[config.mk]
export PLATFORM = sky130hd
export DESIGN_NAME = enc_input_cond
export DESIGN_NICKNAME = d
export VERILOG_FILES = /design/src/rtl/enc_cond_pkg.sv /design/src/rtl/enc_sample_tick.sv /design/src/rtl/enc_sync.sv /design/src/rtl/enc_chan_filter.sv /design/src/rtl/enc_input_cond.sv
export SDC_FILE = /design/constraint.sdc
export NUM_CORES = 1
export LEC_CHECK = 0
export ABC_AREA = 1
export CAP_MARGIN = 20
export CORE_UTILIZATION = 43
export CTS_BUF_LIST = sky130_fd_sc_hd__clkbuf_8
export DETAILED_ROUTE_END_ITERATION = 10
export PLACE_DENSITY = 0.65
export SKIP_CTS_REPAIR_TIMING = 1
export SLEW_MARGIN = 20
export SYNTH_ARGS = -nofsm -noshare
export SYNTH_HDL_FRONTEND = slang
export SYNTH_SLANG_ARGS = --single-unit
[constraint.sdc]
create_clock -name clk -period 1.9 [get_ports clk]
set_input_delay 0.19 -clock clk [delete_from_list [all_inputs] [get_ports clk]]
set_output_delay 0.19 -clock clk [all_outputs]
set_load 0.01 [all_outputs]
[src/rtl/enc_cond_pkg.sv]
package enc_cond_pkg;

    typedef enum logic [2:0] {
        F_LOW     = 3'd0,
        F_LOW_Q1  = 3'd1,
        F_LOW_Q2  = 3'd2,
        F_HIGH    = 3'd4,
        F_HIGH_Q1 = 3'd5,
        F_HIGH_Q2 = 3'd6
    } filt_state_e;

    // non-uniform divider ladder, codes above 5 saturate at the largest ratio
    function automatic int unsigned div_of_code(input logic [2:0] code);
        unique case (code)
            3'd0:    return 1;
            3'd1:    return 2;
            3'd2:    return 4;
            3'd3:    return 16;
            3'd4:    return 32;
            default: return 64;
        endcase
    endfunction

endpackage

[src/rtl/enc_sample_tick.sv]
module enc_sample_tick #(
    parameter int unsigned MAX_DIV = 64,
    localparam int unsigned CNT_W  = $clog2(MAX_DIV)
) (
    input  logic       clk,
    input  logic       rst_n,
    input  logic [2:0] div_sel,
    output logic       tick
);
    import enc_cond_pkg::*;

    logic [CNT_W-1:0] cnt_q;
    logic [CNT_W-1:0] limit;

    always_comb begin
        limit = CNT_W'(div_of_code(div_sel) - 1);
    end

    // >= keeps the counter bounded when the ratio is lowered mid-period
    assign tick = (cnt_q >= limit);

    always_ff @(posedge clk or negedge rst_n) begin
        if (!rst_n) begin
            cnt_q <= '0;
        end else if (tick) begin
            cnt_q <= '0;
        end else begin
            cnt_q <= cnt_q + 1'b1;
        end
    end

endmodule

[src/rtl/enc_sync.sv]
module enc_sync #(
    parameter int unsigned WIDTH  = 3,
    parameter int unsigned STAGES = 2
) (
    input  logic             clk,
    input  logic             rst_n,
    input  logic [WIDTH-1:0] d,
    output logic [WIDTH-1:0] q
);
    logic [WIDTH-1:0] stage_q [STAGES];

    always_ff @(posedge clk or negedge rst_n) begin
        if (!rst_n) begin
            for (int s = 0; s < int'(STAGES); s++) begin
                stage_q[s] <= '0;
            end
        end else begin
            stage_q[0] <= d;
            for (int s = 1; s < int'(STAGES); s++) begin
                stage_q[s] <= stage_q[s-1];
            end
        end
    end

    assign q = stage_q[STAGES-1];

endmodule

[src/rtl/enc_chan_filter.sv]
module enc_chan_filter (
    input  logic clk,
    input  logic rst_n,
    input  logic en,
    input  logic cond,
    input  logic bypass,
    input  logic tick,
    output logic lvl,
    output logic rise,
    output logic fall
);
    import enc_cond_pkg::*;

    filt_state_e state_q;
    filt_state_e state_d;
    logic        lvl_prev_q;

    // next-state selection
    always_comb begin
        unique case (state_q)
            F_LOW:     state_d = cond ? F_LOW_Q1 : F_LOW;
            F_LOW_Q1:  state_d = cond ? F_LOW_Q2 : F_LOW;
            F_LOW_Q2:  state_d = cond ? F_HIGH   : F_LOW;
            F_HIGH:    state_d = cond ? F_HIGH   : F_HIGH_Q1;
            F_HIGH_Q1: state_d = cond ? F_HIGH   : F_HIGH_Q2;
            F_HIGH_Q2: state_d = cond ? F_HIGH   : F_LOW;
            default:   state_d = F_LOW;
        endcase
        if (!en) begin
            state_d = F_LOW;
        end else if (bypass) begin
            state_d = cond ? F_HIGH : F_LOW;
        end else if (!tick) begin
            state_d = state_q;
        end
    end

    // state register
    always_ff @(posedge clk or negedge rst_n) begin
        if (!rst_n) begin
            state_q    <= F_LOW;
            lvl_prev_q <= 1'b0;
        end else begin
            state_q    <= state_d;
            lvl_prev_q <= lvl;
        end
    end

    // outputs
    always_comb begin
        unique case (state_q)
            F_HIGH, F_HIGH_Q1, F_HIGH_Q2: lvl = 1'b1;
            default:                      lvl = 1'b0;
        endcase
        rise = en &  lvl & ~lvl_prev_q;
        fall = en & ~lvl &  lvl_prev_q;
    end

endmodule

[src/rtl/enc_input_cond.sv]
module enc_input_cond #(
    parameter int unsigned NUM_CH      = 3,
    parameter int unsigned SYNC_STAGES = 2,
    parameter int unsigned MAX_DIV     = 64
) (
    input  logic              clk,
    input  logic              rst_n,
    input  logic [NUM_CH-1:0] raw_in,
    input  logic [NUM_CH-1:0] ch_en,
    input  logic [NUM_CH-1:0] ch_inv,
    input  logic              filt_bypass,
    input  logic [2:0]        div_sel,
    output logic [NUM_CH-1:0] clean_lvl,
    output logic [NUM_CH-1:0] rise_pls,
    output logic [NUM_CH-1:0] fall_pls
);
    logic [NUM_CH-1:0] raw_sync;
    logic [NUM_CH-1:0] cond;
    logic              samp_tick;

    enc_sync #(
        .WIDTH (NUM_CH),
        .STAGES(SYNC_STAGES)
    ) u_sync (
        .clk  (clk),
        .rst_n(rst_n),
        .d    (raw_in),
        .q    (raw_sync)
    );

    enc_sample_tick #(
        .MAX_DIV(MAX_DIV)
    ) u_tick (
        .clk    (clk),
        .rst_n  (rst_n),
        .div_sel(div_sel),
        .tick   (samp_tick)
    );

    assign cond = ch_en & (raw_sync ^ ch_inv);

    for (genvar c = 0; c < int'(NUM_CH); c++) begin : g_ch
        enc_chan_filter u_filt (
            .clk   (clk),
            .rst_n (rst_n),
            .en    (ch_en[c]),
            .cond  (cond[c]),
            .bypass(filt_bypass),
            .tick  (samp_tick),
            .lvl   (clean_lvl[c]),
            .rise  (rise_pls[c]),
            .fall  (fall_pls[c])
        );
    end

endmodule

# Yosys cells after proc, flatten, opt, wreduce, memory -nomap -nowiden
# Index checks and enable logic that the tools add are counted.
# classes
n_eq_ne	22
reduce_logical	10
n_lt_le_gt_ge	1
mux	32
addsub	2
n_bitwise	20
# ops
cell	n
$pmux W3 S5	3
$mux W3	12
$eq A3 B3 Y1 const B	10
$pmux W6 S5	1
$eq A3 B2 Y1 const B	5
$and A1 B1 Y1	12
$eq A3 B1 Y1 const B	4
$logic_not A3 Y1	4
$mux W2	6
$mux W1	9
$ne A3 B1 Y1 const B	3
$reduce_or A3 Y1	3
$add A6 B1 Y6 const B	1
$ge A6 B6 Y1	1
$mux W6	1
$not A1 Y1	6
$reduce_or A2 Y1	3
$sub A6 B1 Y6 const B	1
$and A3 B3 Y3	1
$xor A3 B3 Y3	1
# word_totals
output_inout_bits	9
wordCells	96
regBits	24
in_bits	15

# Depth between registers and ports, before layout
# Gate-level depths: netlist of run 1.
# depth
word_depth	7
depth_mapped	13
ltp_nobuf	13

# Cells and area by module
# Synthesis of run 1 repeated with hierarchy kept, for this count alone.
# unflattened
cells_unflattened	194
hier_area_um2	1447.6
# modules_own_cells
module	instances	area_per_inst_um2	seq_area_each_um2	cells_per_inst
enc_chan_filter	3	246.5	100.1	36
enc_sample_tick	1	490.5	150.1	65
enc_sync	1	172.7	150.1	9
enc_input_cond	1	45.0	0.0	12

# Worst setup path before layout of run 1
# OpenSTA, ideal clock, no wires.
# synth_path
kind	input to register
start	in div_sel[1]
end	reg g_ch[1].u_filt.state_q[2]
path_slack_ps	225
cell_stages	11
setup_time_ps	123
arrival_time_ps	1552
required_time_ps	1777
path_buffers	0
cell_sequence	nor2_1 > inv_1 > ha_1 > xor2_1 > ha_1 > nand2_1 > inv_1 > a21oi_4 > nand3_1 > o21ai_0 > nand2_1
# synth_via
elab_chain_cells	5
word_cells_on_any_way	9
classes_between	add/sub: 1; order compare: 1; eq/ne: 5; mux: 1; reduce/logical: 1
# synth_lines
element	line_no	rtl
from (decl)	enc_input_cond.sv:12	input logic [2:0] div_sel,
$eq A3 B3 Y1 (tied with other cells)	enc_cond_pkg.sv:14	unique case (code)
$pmux W6 S5 *	enc_cond_pkg.sv:14	
$sub A6 B1 Y6 *	enc_sample_tick.sv:16	limit = CNT_W'(div_of_code(div_sel) - 1);
$ge A6 B6 Y1 *	enc_sample_tick.sv:20	assign tick = (cnt_q >= limit);
$ne A3 B1 Y1 (no line) *	n/a	
to (signal assigned)	enc_chan_filter.sv:44	state_q <= state_d;
to (decl)	enc_chan_filter.sv:14	filt_state_e state_q;
# Every way passes the cells marked *; elsewhere a longest branch is shown, timed or not.
# A chain may end at the register's enable or synchronous reset.

# Final worst setup path of run 1
# layout_path
start	in div_sel[2]
end	reg g_ch[1].u_filt.state_q[2]
# Same word-level chain as after synthesis.

==> reports/qor.txt, run 1 <==
relative slew slack = 0.7418
WL/cell = 10.86 µm
pwr dens = 1005 mW/mm²
Post-synth ARST share = 1.000
max incr delay on CP = 310 ps
Final Hold Vio Count = 0
P_leak = 0.9659 nW
first-pass GRT wire length = 4692 µm
main combinational cell family by area after synthesis = simple AND/OR/NAND/NOR gates
CP required = 2060 ps
Sw Pwr = 0.6711 mW
crit path max-delay cell type = ha_1
crit start category = input pin
TritonCTS clock tree = yes
Worst-Skew Late Latency = 270 ps
Sw Share = 0.3591
synthesized instance count = 193
critical path capture point type = flop
# DRC = 0
commonest cells in the netlist = nand2_1, inv_1, dfrtp_1
Yosys top cell by area = dfrtp_1
Synth Flop Type = dfrtp_1
period utilization = 0.9511
Via density = 4.803
Syn Area/Cell = 7.553 µm²
Pint = 1.198 mW
Final Util = 0.5944
post-layout min period = 1807 ps
# rows = 20
final setup vio count = 0
nets = 239
outcome = completed
Mapped Area = 0.001458 mm²
f_max = 553.4 MHz
clk root buf = clkbuf_8
worst vdd ir = 580.2 µV
Clock Sinks = 24
met2 GRT Util = 0.3014
Slew @ Worst Pin = 386.1 ps
synthesized net count = 216
gpl congestion = 0.7408
min-delay worst type = in2async
Top Usage Layer GRT = met2
Post-Synth Simple-Gate Area = 0.3133
ranking of synthesized cells by area = dfrtp_1, nand2_1, inv_1
met3 usage = 0.05195
xor and xnor fraction of the mapped netlist area = 0.01202
core area = 0.003128 mm²
Synth top area share = 0.4120
initial core utilization = 0.4660
CTS Buffer Depth = 2
most frequent cell after synthesis = nand2_1
RSZ-0062 raised after global routing = false
post-route antenna net violation count = 0
hpwl dp = 2106 µm
number of DRC markers in iteration 0 = 26
number of global-route vias before repair = 1128
total of max-cap violations = 0
final instance area = 0.001859 mm²
n_diodes = 0
port buffer count = 23
Warnings, synthesis = 0
Die ar. = 0.003626 mm²
Final Max Slew Viols = 0
io pins = 24
post-synthesis adder-cell area fraction = 0.06867
initial antenna violation count = 0
Cell Chain, Critical Path = dlymetal6s2s_1 -> nor2_2 -> inv_1 -> ha_2 -> xor2_1 -> ha_1 -> nand2_2 -> inv_2 -> a21oi_4 -> nand3_2 -> o21ai_1 -> nand2_1
Die X-Extent = 60.22 µm
Die Ht = 60.22 µm
layout cells sized above 1 = 0.1349
Clk pwr share = 0.241
clock buffer count from CTS = 3
GRT Overall Usage = 0.1739
synthesized flop and latch total = 24
Worst Reg-to-Reg Cells = 7
share of power burned in registers = 0.377
Compound-Gate Fraction of Synth Area = 0.05751
via count = 1244
H-tree levels = 1
clock transition at the registers of the reported paths = 90 ps
largest net degree at the start of global routing = 25
mux contribution to synthesized area = 0
sequential area share after synthesis = 0.4120
GR Util met1 = 0.2081
Crit Path Class = in2reg
FILL cells = 275
synth-to-layout area growth = 27.55%
DP Area = 0.001694 mm²
combinational share of power = 0.382
Fin Clk Skew = 1.305 ps
routed wire length = 2812 µm
Post-synth EDFFs = 0
CP arrival = 1970 ps
total gr overflow = 0
crit-path max FO = 4
synth unique cells = 28
Pre-antenna DRT Iters = 4
[layer usage]
metal  wire, µm  up-vias  share of wire
li1           -      645              -
met1       1303      568           0.46
met2       1378       29           0.49
met3        122        2          0.043
met4          8        0         0.0028
met5          0        -              0
[cells in the final DEF, fill, tap and decap left out, types with 4 or more instances in the layout]
master / instances
a21oi_1: 4
buf_4: 5
clkdlybuf4s50_1: 19
dfrtp_1: 24
dlymetal6s2s_1: 4
ha_1: 7
inv_1: 29
nand2_1: 48
nand3_1: 12
nor2_1: 19
nor3_1: 4
[power by group through the flow]
stage | clock [mW] | sequential [mW] | combinational [mW]
after floorplan | 0 | 0.687 | 0.472
after global placement | 0 | 0.707 | 0.598
after detailed placement | 0 | 0.711 | 0.625
after CTS | 0.461 | 0.701 | 0.632
after global routing | 0.478 | 0.720 | 0.825
final | 0.450 | 0.705 | 0.714
[path summary, 6_finish.rpt]
kind,from,slack (ps),endpoint
max,div_sel[2],90,g_ch[1].u_filt.state_q[2]$_DFFE_PN0P_
min,rst_n,270,u_sync.stage_q[3]$_DFF_PN0_
max reg2reg,u_tick.cnt_q[3]$_DFF_PN0_,310,g_ch[1].u_filt.state_q[2]$_DFFE_PN0P_
min reg2reg,u_sync.stage_q[5]$_DFF_PN0_,360,u_sync.q[2]$_DFF_PN0_
max in group asynchronous,rst_n,1400,u_tick.cnt_q[3]$_DFF_PN0_
min in group clk,raw_in[2],350,u_sync.stage_q[5]$_DFF_PN0_
[cell families (layout without fill, tap and decap cells)]
kind of cell	after synthesis	in the layout
buffers and inverters	42	64
DFF	24	24
and+or+nand+nor	103	103
adders and majority gates	8	8
AOI/OAI and AO/OA	14	14
xor gates and xnor gates	2	2
[sequential cells by signal, summed over array words and instances (netlist names)]
register,flops
u_sync.stage_q,3
g_ch.u_filt.state_q,9
g_ch.u_filt.lvl_prev_q,3
u_tick.cnt_q,6
u_sync.q,3
[final cells by class]
cell class / count / area [µm²] / area share
repair buffers: 28 / 277.8 / 0.1494
flip-flops and latches: 24 / 600.6 / 0.3230
well taps: 44 / 55.05 / 0.02961
multi-input cells: 127 / 732.0 / 0.3937
inverters: 32 / 122.6 / 0.06595
clock buffers: 3 / 41.29 / 0.02221
clock inverters: 1 / 30.03 / 0.01615
[critical path, delay by kind of cell]
| family | cells | cell delay [ps] |
|---|---|---|
| AO/OA/AOI/OAI | 2 | 360 |
| XOR/XNOR | 1 | 150 |
| buffers and inverters | 3 | 300 |
| AND/OR/NAND/NOR | 4 | 460 |
| adder cells (fa/ha/maj) | 2 | 500 |
[stage by stage]
stage	hold slack [ps]	setup TNS (ps)	cells	total power [mW]	worst slack (ps)
finish	265.2	0	259	1.869	92.90
global route	296.8	0	259	2.023	18.36
CTS	272.5	-2082	258	1.794	-187.3
detailed placement	338.0	-6256	254	1.336	-474.2
global placement	335.1	-4118	254	1.305	-340.0
floorplan	-105.6	0	193	1.159	225.4
(Power assumes the default switching activity.)
==> run 2: changes to the inputs <==
--- a/config.mk
+++ b/config.mk
@@ -7,6 +7,7 @@
 export LEC_CHECK = 0
 export ABC_AREA = 1
 export CAP_MARGIN = 20
+export CORE_MARGIN = 4
 export CORE_UTILIZATION = 43
 export CTS_BUF_LIST = sky130_fd_sc_hd__clkbuf_8
 export DETAILED_ROUTE_END_ITERATION = 10
==> run 2 against run 1 <==
Highest routed layer unchanged; critical path type is now reg2out; critical endpoint is now rise_pls[0]; die area increased by 21%; global-route usage decreased by 3.7 points; largest cell class unchanged; clock power about the same; non-clock buffer count increased by 3.
==> reports/qor.txt, run 2 (synthesized netlist as in run 1, its figures left out) <==
outcome = completed
GRT Overall Usage = 0.1367
Sw Pwr = 0.7169 mW
# DRC = 0
WL/cell = 11.18 µm
via count = 1259
commonest non-fill, non-tap cell in the layout = nand2_1
crit-path max FO = 5
routed wire length = 2930 µm
pwr dens = 1040 mW/mm²
Reg-to-Reg Start = u_tick.cnt_q[4]$_DFF_PN0_
hpwl dp = 2155 µm
max reg flops = 9
Clock Sinks = 24
combinational share of power = 0.422
total of max-cap violations = 0
setup TNS = 0 ps
number of DRC markers in iteration 0 = 64
min-delay worst type = in2async
P_leak = 1.002 nW
# rows = 20
DP Area = 0.001694 mm²
Die X-Extent = 66.22 µm
Via density = 4.805
relative slew slack = 0.7407
f_max = 555.5 MHz
Worst-Skew Late Latency = 260 ps
CP arrival = 1610 ps
nets = 242
crit start category = flop
reg-to-reg slack, setup = 330 ps
post-route antenna net violation count = 0
initial antenna violation count = 0
FF-to-FF End = g_ch[1].u_filt.state_q[0]$_DFFE_PN0P_
Worst Reg-to-Reg Cells = 8
core area = 0.003153 mm²
Fin Clk Skew = 2.888 ps
RSZ-0062 raised after global routing = false
first-pass GRT wire length = 4816 µm
Final Max Slew Viols = 0
Final Hold Vio Count = 0
final instance area = 0.001923 mm²
Slew @ Worst Pin = 387.7 ps
Final Util = 0.6099
Pint = 1.284 mW
synth-to-layout area growth = 31.93%
layout cells sized above 1 = 0.1789
H-tree levels = 1
Die Ht = 66.22 µm
final setup vio count = 0
largest net degree at the start of global routing = 25
CTS Buffer Depth = 2
CP required = 1710 ps
number of global-route vias before repair = 1176
Clk pwr share = 0.225
Pre-antenna DRT Iters = 4
worst vdd ir = 651.0 µV
initial core utilization = 0.4623
commonest non-fill, non-tap cells in the layout = nand2_1, inv_1, dfrtp_1
post-layout min period = 1800 ps
io pins = 24
top flop regs = g_ch.u_filt.state_q (9), u_tick.cnt_q (6)
clk root buf = clkbuf_8
Sw Share = 0.3583
Hold Slack = 277.9 ps
port buffer count = 23
share of power burned in registers = 0.353
Reg with most FFs = g_ch.u_filt.state_q
TritonCTS clock tree = yes
Die ar. = 0.004385 mm²
period utilization = 0.9475
n_diodes = 0
critical path capture point type = output pin
clock buffer count from CTS = 3
clock transition at the registers of the reported paths = 90 ps
Crit Path Class = reg2out
gpl congestion = 0.8103
total gr overflow = 0
run 2: final cells by class:
cell class	instances	area (µm²)
multi-input combinational	127	757.0
sequential	24	603.1
tap	44	55.05
fill	301	1230
clock buffer	3	41.29
clock inverter	1	30.03
timing repair buffer	31	314.1
inverter	32	122.6
run 2: worst max-delay path by stage:
| stage | slack [ps] | start | endpoint | cells past startpoint |
|---|---|---|---|---|
| floorplan | 230 | div_sel[1] | g_ch[1].u_filt.state_q[2]$_DFFE_PN0P_ | 11 |
| global placement | -330 | div_sel[2] | g_ch[1].u_filt.state_q[2]$_DFFE_PN0P_ | 12 |
| detailed placement | -420 | div_sel[1] | g_ch[1].u_filt.state_q[2]$_DFFE_PN0P_ | 12 |
| CTS | -160 | div_sel[1] | g_ch[1].u_filt.state_q[2]$_DFFE_PN0P_ | 12 |
| global route | 10 | g_ch[0].u_filt.state_q[0]$_DFFE_PN0P_ | rise_pls[0] | 4 |
| finish | 100 | g_ch[0].u_filt.state_q[1]$_DFFE_PN0P_ | rise_pls[0] | 4 |
run 2: power groups by stage:
stage          clock, mW  sequential, mW  combinational [mW]
2_1_floorplan          0           0.687               0.472
3_3_place_gp           0           0.710               0.597
3_5_place_dp           0           0.714               0.624
4_1_cts            0.460           0.703               0.627
5_1_grt            0.478           0.726               0.952
6_report           0.450           0.706               0.845
run 2: metal layers:
metal | vias up | GRT usage | wire length (µm)
met5 | - | 0 | 0
li1 | 650 | - | -
met2 | 24 | 0.2404 | 1514
met1 | 583 | 0.1697 | 1291
met3 | 2 | 0.02891 | 105
met4 | 0 | 0.03046 | 19
run 2: worst max-delay path, stage by stage, from the launching register on:
cell and delay (ps):
dfrtp_1 460, a21oi_4 210, nand2_1 60, nor2_1 80, clkdlybuf4s50_1 540
run 2: stage by stage:
step	worst slack, ps	total power [mW]	std cells
after global routing	12.13	2.155	262
after CTS	-160.0	1.790	258
after global placement	-331.1	1.308	254
after floorplan	225.4	1.159	193
after detailed placement	-423.5	1.337	254
final	99.84	2.001	262
==> run 3: changes to the inputs <==
--- a/config.mk
+++ b/config.mk
@@ -11,6 +11,7 @@
 export CORE_UTILIZATION = 43
 export CTS_BUF_LIST = sky130_fd_sc_hd__clkbuf_8
 export DETAILED_ROUTE_END_ITERATION = 10
+export GPL_TIMING_DRIVEN = 0
 export PLACE_DENSITY = 0.65
 export SKIP_CTS_REPAIR_TIMING = 1
 export SLEW_MARGIN = 20
==> constraint.sdc (replaced) <==
create_clock -name clk -period 2.05 [get_ports clk]
set_input_delay 0.205 -clock clk [delete_from_list [all_inputs] [get_ports clk]]
set_output_delay 0.205 -clock clk [all_outputs]
set_load 0.01 [all_outputs]
==> run 3 against run 2 <==
Worst hold slack lost 13 ps; clock skew fell by 0.58 ps; first-iteration DRC count shrank 66%; sequential share of layout area rose by 1.2 points; utilization down 2.5 points; total power shrank 19%; cell count up 1.5%; die area unchanged; largest cell class unchanged; largest power group unchanged.
==> reports/qor.txt, run 3 (synthesized netlist as in run 1, its figures left out) <==
Metal-1 WL = 1243 µm
gpl congestion = 0.8142
Pre-antenna DRT Iters = 4
# rows = 20
Reg area = 600.6 µm²
initial antenna violation count = 0
Final Power = 1.628 mW
Final Hold Vio Count = 0
largest net degree at the start of global routing = 25
post-route antenna net violation count = 0
Slew @ Worst Pin = 534.2 ps
min-delay worst type = in2reg
top flop regs = g_ch.u_filt.state_q (9), u_tick.cnt_q (6)
Final Max Slew Viols = 0
f_max = 519.1 MHz
Fin Clk Skew = 2.313 ps
TritonCTS clock tree = yes
n_diodes = 0
Clock Sinks = 24
io pins = 24
port buffer count = 22
Die Ht = 66.22 µm
FF-to-FF End = g_ch[1].u_filt.state_q[2]$_DFFE_PN0P_
Setup crit end = rise_pls[1]
final setup vio count = 0
Crit Path Class = reg2out
max reg flops = 9
relative slew slack = 0.6439
commonest non-fill, non-tap cells in the layout = nand2_1, inv_1, dfrtp_1
Met3 Wirelength = 93 µm
P_leak = 0.9697 nW
total of max-cap violations = 0
beginning of the critical path = g_ch[1].u_filt.state_q[1]$_DFFE_PN0P_
total gr overflow = 0
commonest non-fill, non-tap cell in the layout = nand2_1
critical path capture point type = output pin
number of DRC markers in iteration 0 = 22
Worst Reg-to-Reg Cells = 8
CTS Buffer Depth = 2
WL/cell = 10.87 µm
clock buffer count from CTS = 3
Die X-Extent = 66.22 µm
clock transition at the registers of the reported paths = 80 ps
crit start category = flop
# DRC = 0
Worst-Skew Late Latency = 270 ps
period utilization = 0.9397
synth-to-layout area growth = 26.44%
outcome = completed
DP Area = 0.001733 mm²
final instance area = 0.001843 mm²
routed wire length = 2891 µm
Die ar. = 0.004385 mm²
nets = 247
reg-to-reg slack, setup = 410 ps
Reg-to-Reg Start = u_tick.cnt_q[4]$_DFF_PN0_
post-layout min period = 1926 ps
initial core utilization = 0.4623
CP required = 1850 ps
number of global-route vias before repair = 1278
GRT Overall Usage = 0.1476
hpwl dp = 2179 µm
FILL cells = 324
clk root buf = clkbuf_8
CP arrival = 1720 ps
first-pass GRT wire length = 5112 µm
worst vdd ir = 653.8 µV
via count = 1284
crit-path max FO = 5
Via density = 4.827
core area = 0.003153 mm²
met2 WL = 1511 µm
multi-input combinational cell area = 691.9 µm²
highest routed metal layer = met4
layout cells sized above 1 = 0.1396
H-tree levels = 1
pwr dens = 883.4 mW/mm²
Reg with most FFs = g_ch.u_filt.state_q
-- run 3: worst max-delay path, cell delays in order (launching register included) --
cell	delay (ps)
dfrtp_1	440
a21oi_2	230
nand2_1	70
nor2_1	90
buf_4	100
clkdlybuf4s50_1	520
-- run 3: routing by layer --
metal	up-vias	GRT usage
li1	656	-
met2	20	0.2677
met3	4	0.02381
met5	-	0
met1	604	0.1684
met4	0	0.06345
-- run 3: worst min path at each step --
stage / from / to / slack (ps) / cells after the start
after floorplan: rst_n / g_ch[0].u_filt.lvl_prev_q$_DFF_PN0_ / -90 / 0
after global placement: u_sync.stage_q[5]$_DFF_PN0_ / u_sync.q[2]$_DFF_PN0_ / 330 / 0
after detailed placement: u_sync.stage_q[3]$_DFF_PN0_ / u_sync.q[0]$_DFF_PN0_ / 330 / 0
after CTS: filt_bypass / g_ch[0].u_filt.state_q[0]$_DFFE_PN0P_ / 260 / 4
after global routing: filt_bypass / g_ch[0].u_filt.state_q[0]$_DFFE_PN0P_ / 290 / 4
final: filt_bypass / g_ch[0].u_filt.state_q[0]$_DFFE_PN0P_ / 260 / 4
-- run 3: where the power goes --
part / internal (mW) / leakage [nW] / switching, mW
clock network: 0.132 / 0.0216 / 0.146
logic: 0.324 / 0.642 / 0.376
registers: 0.569 / 0.306 / 0.0812
total: 1.02 / 0.970 / 0.604
-- run 3: final cells by class --
| type | count | area share |
|---|---|---|
| multi-input cells | 127 | 0.3754 |
| flip-flops and latches | 24 | 0.3259 |
| repair buffers | 26 | 0.1385 |
| inverters | 32 | 0.06517 |
| plain buffers | 10 | 0.04277 |
| well taps | 44 | 0.02987 |
| clock buffers | 3 | 0.02240 |
-- run 3: through the flow --
step / instances / TNS (ps) / setup WS (ps) / hold WS [ps] / util
finish: 266 / 0 / 123.6 / 264.7 / 0.5845
global route: 266 / -3.124 / -3.124 / 286.7 / 0.5845
CTS: 262 / -927.2 / -102.0 / 260.8 / 0.5627
detailed placement: 259 / -4885 / -380.1 / 334.7 / 0.5496
global placement: 259 / -3352 / -288.3 / 332.9 / 0.5496
floorplan: 193 / 0 / 360.4 / -90.59 / -
